<file path="src/rtl/tlb_pkg.sv">
// Package tlb_pkg
// Shared encodings for the translation cache: access codes and the
// positions of the permission bits inside a stored entry.
package tlb_pkg;
    typedef enum logic [1:0] {
        ACC_LOAD  = 2'd0,
        ACC_STORE = 2'd1,
        ACC_FETCH = 2'd2,
        ACC_RSVD  = 2'd3
    } acc_e;

    localparam int PERM_W   = 4;
    localparam int PB_READ  = 0;
    localparam int PB_WRITE = 1;
    localparam int PB_EXEC  = 2;
    localparam int PB_USER  = 3;
endpackage

</file>
<file path="src/rtl/tlb_way_match.sv">
// Module tlb_way_match
// Compares one tag against the tags of all ways of a set and reports
// which valid way holds it. Assumes the set never holds a tag twice,
// so at most one way matches.
module tlb_way_match #(
    parameter int WAYS  = 4,
    parameter int TAG_W = 16,
    localparam int WAY_W = (WAYS > 1) ? $clog2(WAYS) : 1
) (
    input  logic             clk,
    input  logic             rst_n,
    input  logic [WAYS-1:0]  valid,
    input  logic [TAG_W-1:0] tags [WAYS],
    input  logic [TAG_W-1:0] tag,
    output logic [WAYS-1:0]  match,
    output logic             hit,
    output logic [WAY_W-1:0] way
);
    // One comparator per way.
    for (genvar w = 0; w < WAYS; w++) begin : g_cmp
        assign match[w] = valid[w] && (tags[w] == tag);
    end

    // Collapse the match vector into a hit flag and a way index.
    always_comb begin
        hit = |match;
        way = '0;
        for (int w = 0; w < WAYS; w++) begin
            if (match[w]) way = WAY_W'(w);
        end
    end

    // refills overwrite in place, so duplicates never appear.
    a_r8_match_onehot: assert property (@(posedge clk) disable iff (!rst_n)
        $onehot0(match));
endmodule

</file>
<file path="src/rtl/tlb_victim_sel.sv">
// Module tlb_victim_sel
// Picks the way a fill writes. A resident copy of the tag wins. After
// that comes the lowest invalid way, and after that the round-robin
// pointer of the set. Assumes WAYS is a power of two.
module tlb_victim_sel #(
    parameter int WAYS = 4,
    localparam int WAY_W = (WAYS > 1) ? $clog2(WAYS) : 1
) (
    input  logic             clk,
    input  logic             rst_n,
    input  logic [WAYS-1:0]  valid,
    input  logic             dup_hit,
    input  logic [WAY_W-1:0] dup_way,
    input  logic [WAY_W-1:0] rr_ptr,
    output logic [WAY_W-1:0] way,
    output logic             use_rr
);
    logic             any_free;
    logic [WAY_W-1:0] free_way;

    // Find the lowest-numbered invalid way.
    always_comb begin
        any_free = 1'b0;
        free_way = '0;
        for (int w = WAYS - 1; w >= 0; w--) begin
            if (!valid[w]) begin
                any_free = 1'b1;
                free_way = WAY_W'(w);
            end
        end
    end

    // Order of preference: the resident tag, then a free way, then the pointer.
    always_comb begin
        use_rr = 1'b0;
        if (dup_hit)       way = dup_way;
        else if (any_free) way = free_way;
        else begin
            way    = rr_ptr;
            use_rr = 1'b1;
        end
    end

    // with no resident copy and room in the set, no valid way is chosen.
    a_r6_fill_free_way: assert property (@(posedge clk) disable iff (!rst_n)
        (!dup_hit && !(&valid)) |-> !valid[way]);
endmodule

</file>
<file path="src/rtl/tlb_perm_check.sv">
// Module tlb_perm_check
// Checks the permission bits of a hitting entry against the access code
// and the privilege of the requester. It never flags a miss.
module tlb_perm_check
    import tlb_pkg::*;
(
    input  logic              hit,
    input  logic [PERM_W-1:0] perm,
    input  logic [1:0]        acc,
    input  logic              user,
    output logic              fault
);
    logic need_ok;

    // Choose the permission bit that this access needs.
    always_comb begin
        unique case (acc_e'(acc))
            ACC_LOAD:  need_ok = perm[PB_READ];
            ACC_STORE: need_ok = perm[PB_WRITE];
            ACC_FETCH: need_ok = perm[PB_EXEC];
            default:   need_ok = 1'b0;
        endcase
    end

    // Raise a fault on a hit when the needed bit or the user bit is missing.
    always_comb begin
        fault = hit && (!need_ok || (user && !perm[PB_USER]));
    end
endmodule

</file>
<file path="src/rtl/tlb_top.sv">
// Module tlb_top
// Set-associative translation cache. The lookup path is combinational.
// Fills and invalidate-all are written on the clock edge, and
// invalidate-all wins over a fill in the same cycle. Assumes SETS and
// WAYS are powers of two.
module tlb_top
    import tlb_pkg::*;
#(
    parameter int VA_W  = 32,
    parameter int PA_W  = 32,
    parameter int OFF_W = 12,
    parameter int SETS  = 16,
    parameter int WAYS  = 4,
    localparam int IDX_W = $clog2(SETS),
    localparam int VPN_W = VA_W - OFF_W,
    localparam int TAG_W = VPN_W - IDX_W,
    localparam int PPN_W = PA_W - OFF_W,
    localparam int WAY_W = (WAYS > 1) ? $clog2(WAYS) : 1
) (
    input  logic              clk,
    input  logic              rst_n,
    input  logic [VA_W-1:0]   lk_va,
    input  logic [1:0]        lk_acc,
    input  logic              lk_user,
    output logic              lk_hit,
    output logic [PA_W-1:0]   lk_pa,
    output logic              lk_fault,
    input  logic              fill_en,
    input  logic [VPN_W-1:0]  fill_vpn,
    input  logic [PPN_W-1:0]  fill_ppn,
    input  logic [PERM_W-1:0] fill_perm,
    input  logic              inv_all
);
    // Entry storage: valid bits and pointers are reset, the payload is not.
    logic [WAYS-1:0]   vld_q  [SETS];
    logic [WAY_W-1:0]  rr_q   [SETS];
    logic [TAG_W-1:0]  tag_q  [SETS][WAYS];
    logic [PPN_W-1:0]  ppn_q  [SETS][WAYS];
    logic [PERM_W-1:0] perm_q [SETS][WAYS];

    // Address fields.
    logic [IDX_W-1:0] lk_idx, fill_idx;
    logic [TAG_W-1:0] lk_tag, fill_tag;
    logic [VPN_W-1:0] lk_vpn;
    assign lk_vpn   = lk_va[VA_W-1:OFF_W];
    assign lk_idx   = lk_vpn[IDX_W-1:0];
    assign lk_tag   = lk_vpn[VPN_W-1:IDX_W];
    assign fill_idx = fill_vpn[IDX_W-1:0];
    assign fill_tag = fill_vpn[VPN_W-1:IDX_W];

    // Bring out the tags of the set each port addresses.
    logic [TAG_W-1:0] lk_tags   [WAYS];
    logic [TAG_W-1:0] fill_tags [WAYS];
    always_comb begin
        for (int w = 0; w < WAYS; w++) begin
            lk_tags[w]   = tag_q[lk_idx][w];
            fill_tags[w] = tag_q[fill_idx][w];
        end
    end

    // Lookup match.
    logic [WAYS-1:0]  lk_match;
    logic [WAY_W-1:0] lk_way;
    tlb_way_match #(.WAYS(WAYS), .TAG_W(TAG_W)) u_lk_match (
        .clk(clk), .rst_n(rst_n),
        .valid(vld_q[lk_idx]), .tags(lk_tags), .tag(lk_tag),
        .match(lk_match), .hit(lk_hit), .way(lk_way)
    );

    // Fill-side match, used to find a resident copy of the tag.
    logic [WAYS-1:0]  fill_match;
    logic             fill_dup;
    logic [WAY_W-1:0] fill_dup_way;
    tlb_way_match #(.WAYS(WAYS), .TAG_W(TAG_W)) u_fill_match (
        .clk(clk), .rst_n(rst_n),
        .valid(vld_q[fill_idx]), .tags(fill_tags), .tag(fill_tag),
        .match(fill_match), .hit(fill_dup), .way(fill_dup_way)
    );

    // Victim choice for the fill.
    logic [WAY_W-1:0] fill_way;
    logic             fill_use_rr;
    tlb_victim_sel #(.WAYS(WAYS)) u_victim (
        .clk(clk), .rst_n(rst_n),
        .valid(vld_q[fill_idx]), .dup_hit(fill_dup), .dup_way(fill_dup_way),
        .rr_ptr(rr_q[fill_idx]), .way(fill_way), .use_rr(fill_use_rr)
    );

    // Permission check on the hitting entry.
    tlb_perm_check u_perm (
        .hit(lk_hit), .perm(perm_q[lk_idx][lk_way]),
        .acc(lk_acc), .user(lk_user), .fault(lk_fault)
    );

    // Form the physical address from the page number and the offset.
    always_comb begin
        lk_pa = lk_hit ? {ppn_q[lk_idx][lk_way], lk_va[OFF_W-1:0]} : '0;
    end

    logic fill_go;
    assign fill_go = fill_en && !inv_all;

    // Valid bits and pointers: reset, invalidate-all, or a fill.
    always_ff @(posedge clk) begin
        if (!rst_n) begin
            for (int s = 0; s < SETS; s++) begin
                vld_q[s] <= '0;
                rr_q[s]  <= '0;
            end
        end else if (inv_all) begin
            for (int s = 0; s < SETS; s++) vld_q[s] <= '0;
        end else if (fill_en) begin
            vld_q[fill_idx][fill_way] <= 1'b1;
            if (fill_use_rr) rr_q[fill_idx] <= rr_q[fill_idx] + 1'b1;
        end
    end

    // Entry payload: written only by an accepted fill.
    always_ff @(posedge clk) begin
        if (fill_go) begin
            tag_q[fill_idx][fill_way]  <= fill_tag;
            ppn_q[fill_idx][fill_way]  <= fill_ppn;
            perm_q[fill_idx][fill_way] <= fill_perm;
        end
    end

    // after invalidate-all nothing hits.
    a_r9_inv_clears: assert property (@(posedge clk) disable iff (!rst_n)
        inv_all |=> !lk_hit);

    // a filled page hits on the next cycle if the lookup stays on it.
    a_r5_fill_visible: assert property (@(posedge clk) disable iff (!rst_n)
        (fill_go && (fill_vpn == lk_vpn)) |=> ($stable(lk_vpn) -> lk_hit));

    // an eviction through the pointer advances that set's pointer by one.
    a_r7_rr_advance: assert property (@(posedge clk) disable iff (!rst_n)
        (fill_go && fill_use_rr) |=>
        (rr_q[$past(fill_idx)] == WAY_W'($past(rr_q[fill_idx]) + 1'b1)));

    // a fault never appears without a hit.
    a_r3_fault_needs_hit: assert property (@(posedge clk) disable iff (!rst_n)
        lk_fault |-> lk_hit);
endmodule

</file>
<file path="config.mk">
export PLATFORM = sky130hd
export DESIGN_NAME = tlb_top
export DESIGN_NICKNAME = d
export VERILOG_FILES = /design/src/rtl/tlb_pkg.sv /design/src/rtl/tlb_way_match.sv /design/src/rtl/tlb_victim_sel.sv /design/src/rtl/tlb_perm_check.sv /design/src/rtl/tlb_top.sv
export SDC_FILE = /design/constraint.sdc
export NUM_CORES = 2
export LEC_CHECK = 0
export BUFFER_PORTS_ARGS = -buffer_cell sky130_fd_sc_hd__buf_2
export CELL_PAD_IN_SITES_DETAIL_PLACEMENT = 0
export CELL_PAD_IN_SITES_GLOBAL_PLACEMENT = 1
export CORE_AREA = 2 2 686 688
export CTS_BUF_LIST = sky130_fd_sc_hd__clkbuf_4 sky130_fd_sc_hd__clkbuf_8 sky130_fd_sc_hd__clkbuf_16
export DETAILED_ROUTE_END_ITERATION = 6
export DIE_AREA = 0 0 688 690
export GPL_TIMING_DRIVEN = 0
export PLACE_DENSITY_LB_ADDON = 0.1
export SYNTH_ARGS = -nofsm -noshare
export SYNTH_HDL_FRONTEND = slang
export SYNTH_SLANG_ARGS = --single-unit
</file>
<file path="constraint.sdc">
create_clock -name clk -period 11.75 [get_ports clk]
set_input_delay 0.5875 -clock clk [delete_from_list [all_inputs] [get_ports clk]]
set_output_delay 0.5875 -clock clk [all_outputs]
set_load 0.02 [all_outputs]
</file>
-- Yosys cells after proc, flatten, opt, wreduce, memory -nomap -nowiden
Memories as Yosys holds them, arrays and structs flattened.
Cells that the tools add are included.
Widths: inputs -> output; s select.
- flip-flop bits (word level): 0
- latch bits: 0
- RAM bits: 2656
- bits in read-only memories: 0
- memories: 5
- memory list (memory ; words ; bits a word ; rd ports ; clocked after Yosys merged registers in ; write ports ; line ; source):
    ppn_q ; 16 ; 80 ; 1 ; 0 ; 1 ; tlb_top.sv:38 ; logic [PPN_W-1:0] ppn_q [SETS][WAYS];
    tag_q ; 16 ; 64 ; 2 ; 0 ; 1 ; tlb_top.sv:37 ; logic [TAG_W-1:0] tag_q [SETS][WAYS];
    perm_q ; 16 ; 16 ; 1 ; 0 ; 1 ; tlb_top.sv:39 ; logic [PERM_W-1:0] perm_q [SETS][WAYS];
    vld_q ; 16 ; 4 ; 2 ; 0 ; 16 ; tlb_top.sv:35 ; logic [WAYS-1:0] vld_q [SETS];
    rr_q ; 16 ; 2 ; 1 ; 0 ; 16 ; tlb_top.sv:36 ; logic [WAY_W-1:0] rr_q [SETS];
- add/subtract/negate cells: 1
- multiply operators: 0
- div/mod/pow operators: 0
- magnitude comparators: 5
- eq/ne operators: 10
- shift-type cells: 0
- muxes and demuxes: 73
- bitwise logic cells: 18
- reduce and logical (&&, ||, !) cells: 22
- operator list (operator ; number):
    $eq 16x16->1 ; 8
    $mux 4 ; 24
    $mux 80 ; 1
    $mux 64 ; 1
    $mux 20 ; 3
    $bmux 20 s2 ; 1
    $demux 20 s2 ; 1
    $demux 16 s2 ; 1
    $mux 16 ; 2
    $mux 32 ; 1
    $mux 1 ; 23
    $mux 2 ; 11
    $or 1x1->1 ; 16
    $logic_and 1x1->1 ; 13
    $reduce_or 4->1 ; 3
    $bmux 4 s2 ; 1
    $demux 4 s2 ; 1
    $ge 3x3->1 const B ; 2
    $not 2->3 ; 2
    $logic_not 1->1 ; 3
    $lt 2x3->1 const B ; 1
    $lt 3x1->1 const B ; 1
    $pmux 1 s3 ; 1
    $add 2x1->2 const B ; 1
    other kinds (7) ; 7

-- Depth between registers and ports, before layout
An unclocked memory read counts as a cell.
- depth after elaboration: 14
- mapped depth: 19
- mapped depth without buffers: 11

-- Hierarchy
From an unflattened synthesis, not the netlist that was laid out.
- cells, all modules: 5000
- area total of the unflattened synthesis: 111289.2 sq um
- by module, submodules not included (module ; times used ; cells an instance ; area an instance (sq um) ; seq. area each (sq um)):
    tlb_top ; 1 ; 4783 ; 109575.1 ; 79115.9
    tlb_way_match ; 2 ; 100 ; 807.0 ; 0.0
    tlb_victim_sel ; 1 ; 10 ; 61.3 ; 0.0
    tlb_perm_check ; 1 ; 7 ; 38.8 ; 0.0

-- Worst setup path before layout
Ideal clock, no wire load.
- kind: input-to-reg
- from: input port fill_vpn[1]
- to: memory perm_q[12][0] (netlist bit), enable pin
- arrival time: 5.994 ns
- path slack: 5.319 ns
- stages on the path: 17
- buffers on the path: 7
- cell sequence: clkbuf_1 buf_4 buf_4 clkbuf_1 clkbuf_1 mux4_2 mux4_2 xnor2_1 nand4_1 nor3_1 nand4_1 a21boi_1 o21ai_1 or3b_2 buf_2 buf_2 nor2_1
- cells in the longest elaborated chain, start to end: 13
- elaborated cells between the ends (all ways): 32
- classes of those cells: 2 x order compare; 4 x eq/ne; 16 x mux; 1 x bitwise; 6 x reduce/logical; 3 x memory
- ends and longest elaborated chain (item ; line ; source):
    start, declared ; tlb_top.sv:29 ; input logic [VPN_W-1:0] fill_vpn,
    $mem_v2 16x64 or $mem_v2 16x4 (tied branches) ; - ;
    $eq 16x16->1 (tied with other cells) ; tlb_way_match.sv:21 ; assign match[w] = valid[w] && (tags[w] == tag);
    $logic_and 1x1->1 (tied with other cells) ; tlb_way_match.sv:21 ;
    $mux 1 (tied with other cells) ; tlb_way_match.sv:29 ; if (match[w]) way = WAY_W'(w);
    $mux 2 (tied with other cells) ; tlb_way_match.sv:29 ;
    $mux 2 (on tied branches) ; tlb_way_match.sv:29, tlb_victim_sel.sv:37 ;
    $mux 2 ; tlb_victim_sel.sv:36 ; if (dup_hit) way = dup_way;
    $not 2->3 (not written as such) ; tlb_top.sv:123 ; perm_q[fill_idx][fill_way] <= fill_perm;
    $ge 3x3->1 (not written as such) or $lt 3x1->1 (tied branches) ; tlb_top.sv:123 ;
    $logic_and 1x1->1 (not written as such) ; tlb_top.sv:123 ;
    $mux 4 (not written as such) ; tlb_top.sv:123 ;
    $demux 4 s2 ; tlb_top.sv:123 ;
    $mux 16 (not written as such) ; tlb_top.sv:123 ;
    end, declared ; tlb_top.sv:39 ;
Parallel ways exist; a longest one is shown, timed or not.

-- Final worst setup path
- from: input port lk_va[14]
- to: output port lk_pa[13]
- cells in the longest elaborated chain, start to end: 11
- elaborated cells between the ends (all ways): 20
- classes of those cells: 4 x eq/ne; 7 x mux; 1 x bitwise; 5 x reduce/logical; 3 x memory
- ends and longest elaborated chain (item ; line ; source):
    start, declared ; tlb_top.sv:22 ; input logic [VA_W-1:0] lk_va,
    $mem_v2 16x64 ; - ;
    $eq 16x16->1 ; tlb_way_match.sv:21 ;
    $logic_and 1x1->1 ; tlb_way_match.sv:21 ;
    $mux 1 ; tlb_way_match.sv:29 ;
    $mux 2 (2 in series) ; tlb_way_match.sv:29 ;
    $not 2->3 (not written as such) ; tlb_top.sv:97 ; lk_pa = lk_hit ? {ppn_q[lk_idx][lk_way], lk_va[OFF_W-1:0]} : '0;
    $bmux 20 s2 ; tlb_top.sv:97 ;
    $mux 20 (not written as such) (2 in series) ; tlb_top.sv:97 ;
    $mux 32 * ; tlb_top.sv:97 ;
    end, declared ; tlb_top.sv:26 ; output logic [PA_W-1:0] lk_pa,
Mark *: on every way between the ends. The rest lies on a longest branch, timed or not. The select of a mux whose other input is x is not followed.

==> flow_summary.toml <==
[outcome]
status = "finished with violations"
violations = "max-capacitance violations, max-slew violations"

[power]
power.clock.fraction_pct = 45.4
pwr-share-seq_pct = 47.6
comb_power_share_pct = 7.0
ir_drop_v = 0.0001005
switching_share_pct = 23.54
p_per_area_nw_per_um2 = 162.4
switchingPower_mw = 5.160
power.internal_mw = 16.76
p_leak_nw = 41.38

[global_route]
grt_util_all_layers_pct = 20.06
grt_pass1_vias = 62200
grt-ovfl-total = 0
grt_max_degree = 69
grt_pass1_wl_um = 632400
grt_antenna_before_repair = 39

[floorplan]
die_x_um = 688
num_rows = 251
die_area_sq_um = 474700
num_io_pins = 117
start_util_pct = 23.98
die_h_um = 690
core-area_sq_um = 466700

[timing]
fin_crit_ps = 9729
hold_slack_ps = 94.04
setup_viol = 0
hold_violations = 0
finClkSkew_ps = 46.54
finalCritPeriodShare_pct = 82.80
drv_slew = 11
worst_slew_pin_slew_ps = 1563
relSlewSlack_pct = -4.204
rsz0062_at_grt = "false"
fmax_mhz = 102.8

[worst_setup_path]
cpMostUsedCell = "buf_2"
arrival_ps = 9140
crit_buf_inv = 12
crit_slowest_cell = "buf_1"
r2r-end = "ppn_q[13][33]"
worstPathCellList = "buf_2 > buf_2 > buf_4 > buf_4 > buf_2 > buf_2 > buf_2 > buf_1 > clkbuf_2 > clkbuf_2 > clkbuf_1 > mux4_2 > mux2i_1 > o21ai_0 > buf_2"
reg2reg_slack_ps = 4660
cp_top_family = "buffers and inverters"
cp_data_required_time_ps = 11160
setup.worst_path.start_class = "input port"
slowest_delay_ps = 840
path_class = "input port to output pin"
critPathCaptureType = "output pin"
regToRegStartpoint = "tag_q[11][52]"
r2r_cells = 14
crit_fanout = 11

[final_layout]
regArea_sq_um = 79120
final_nets = 5846
final_cells = 12220
syn_to_final_growth_pct = 20.62
multi_input_area_sq_um = 31500
drive_gt1_share_pct = 35.96
n_fill_cell = 45880

[drt]
drt_iter0_markers = 7937
antenna_left = 0
wire_per_inst_um = 39.65
viasPerCell = 4.976
vias = 60800
wirelength_um = 484400
firstDrtPassIters = 6
drcViolationCount = 0

[cts]
clock_latency_ps = 960
clkSinkCount = 2656
hold_buffers = 1
cts_max_level = 5
postCtsSetupBuffers = 0
clkTransAtPathRegs_ps = 70
cts_buffer_depth = 4
cts_root_buf = "clkbuf_16"
cts_resized = 0
cts_buffers = 317
cts_tree = "built"

[synth]
yosys_warnings = 0
synthFlopType = "edfxtp_1"
syn_nets = 5236
synth-edff-count = 2592
async_flop_share_pct = 0
syn_area_sq_um = 111900
synth.avg_cell_area_sq_um = 21.72
synth_cell_types = 74
ys_ff_latch = 2656
synth-seq-area-share_pct = 70.69
syn-instance-count = 5153

[placed_design]
gp_congestion = 0.8239
io_buffer_count = 98
post-dp-hpwl_um = 333800
dp.cells = 11640

[worst_hold_path]
min_path_type = "input port to flip-flop"
worstHoldEndpoint = "rr_q[10][1]"
worstHoldStart = "rst_n"
hold_depth = 2

[job]
max-cap-violations = 1
==> through the flow <==
step / total power [mW] / setup WS, ps / cell area (sq um) / util, % / setup TNS (ps)
2_1_floorplan: 11.39 / 5319 / 111900 / - / 0
3_3_place_gp: 12.18 / -3717 / 120200 / 25.75 / -6010150
3_5_place_dp: 12.20 / 1644 / 124600 / 26.71 / 0
4_1_cts: 22.19 / 1647 / 134900 / 28.90 / 0
5_1_grt: 22.56 / 1910 / 135000 / 28.92 / 0
6_report: 21.92 / 2021 / 135000 / 28.93 / 0
==> cells in the final DEF, fill, tap and decap left out, drive strengths merged, types with 5 or more instances in the layout <==
cell type,count
a2111oi,6
a211oi,15
a21oi,34
a221oi,11
a22o,34
a22oi,15
a31oi,13
and3,7
buf,499
bufinv,26
clkbuf,533
clkinv,125
dfxtp,64
diode,13
edfxtp,2592
inv,22
mux2,26
mux2i,126
mux4,1063
nand2,161
nand2b,17
nand3,29
nand4,22
nor2,109
nor2b,37
nor3,60
nor4,14
o211ai,5
o21ai,98
o221ai,5
o22ai,20
or2,9
xnor2,96
xor2,44
==> sequential cells by signal, summed over array words and instances (netlist names) <==
| signal | flops |
|---|---|
| perm_q | 256 |
| ppn_q | 1280 |
| tag_q | 1024 |
| vld_q | 64 |
| rr_q | 32 |
==> worst max path at each step <==
stage                           start             to  slack, ps  depth (start not counted)
final                       lk_va[14]      lk_pa[13]       2020                         15
after global routing        lk_va[13]       lk_fault       1910                         18
after CTS                   lk_va[13]       lk_fault       1650                         18
after detailed placement    lk_va[13]       lk_fault       1640                         18
after global placement    fill_vpn[1]    ppn_q[2][7]      -3720                         17
after floorplan           fill_vpn[1]  perm_q[12][0]       5320                         17
==> layout make-up <==
type                    count  share of cell area, %
multi-input cells        2140                  23.34
flip-flops and latches   2656                  58.60
plain buffers             343                  1.324
clock buffers             399                  6.445
repair buffers            291                  3.345
well taps                6198                  5.744
diodes                     13                0.02410
clock inverters           163                  1.139
inverters                  14                0.03893
==> cells in the mapped netlist (5+ instances only) <==
| master | n | share of area, % |
|---|---|---|
| a221oi_1 | 11 | 0.086 |
| and3_1 | 7 | 0.039 |
| mux4_2 | 1063 | 21 |
| o211ai_1 | 5 | 0.034 |
| mux2_2 | 26 | 0.26 |
| o21ai_0 | 85 | 0.38 |
| a22oi_1 | 15 | 0.10 |
| a22o_1 | 34 | 0.27 |
| a2111oi_0 | 6 | 0.047 |
| o22ai_1 | 20 | 0.11 |
| nand2b_1 | 17 | 0.095 |
| a211oi_1 | 15 | 0.10 |
| nand4_1 | 22 | 0.12 |
| buf_1 | 35 | 0.12 |
| clkbuf_1 | 134 | 0.45 |
| buf_4 | 53 | 0.36 |
| buf_6 | 16 | 0.16 |
| xnor2_1 | 96 | 0.75 |
| o21ai_1 | 13 | 0.058 |
| nor2_1 | 109 | 0.37 |
| nand3_1 | 29 | 0.13 |
| a21oi_1 | 34 | 0.15 |
| a31oi_1 | 13 | 0.073 |
| inv_1 | 11 | 0.037 |
| dfxtp_1 | 64 | 1.1 |
| nand2_1 | 161 | 0.54 |
| or2_2 | 7 | 0.039 |
| xor2_1 | 44 | 0.34 |
| edfxtp_1 | 2592 | 70 |
| nor3_1 | 59 | 0.26 |
| mux2i_1 | 126 | 1.1 |
| nor4_1 | 14 | 0.078 |
| buf_2 | 105 | 0.47 |
| nor2b_1 | 37 | 0.21 |
| o221ai_1 | 5 | 0.039 |
==> power by group through the flow <==
stage / clock [mW] / sequential [mW] / combinational [mW]
finish: 9.94 / 10.4 / 1.54
global route: 10.5 / 10.4 / 1.60
CTS: 10.2 / 10.4 / 1.57
detailed placement: 0 / 10.6 / 1.57
global placement: 0 / 10.6 / 1.54
floorplan: 0 / 10.6 / 0.760
==> layer usage <==
| metal | wire length (um) | part of all wire, % | global-route usage, % | vias up |
|---|---|---|---|---|
| li1 | - | - | - | 23430 |
| met1 | 207800 | 43 | 27.24 | 34530 |
| met2 | 236200 | 49 | 33.48 | 2274 |
| met3 | 25100 | 5.2 | 2.668 | 555 |
| met4 | 15370 | 3.2 | 5.794 | 8 |
| met5 | 57 | 0.012 | 0 | - |
==> logic make-up (layout without fill, tap and decap cells) <==
family / count (synthesis) / in the layout / synth area share, %
mux: 1215 / 1215 / 22.78
simple gates: 494 / 494 / 2.116
other cells: 0 / 13 / 0
xor+xnor: 140 / 140 / 1.096
compound gates: 291 / 291 / 1.723
buf+inv: 357 / 1210 / 1.600
flops: 2656 / 2656 / 70.69
No activity file was read; power rests on OpenSTA's default activity.
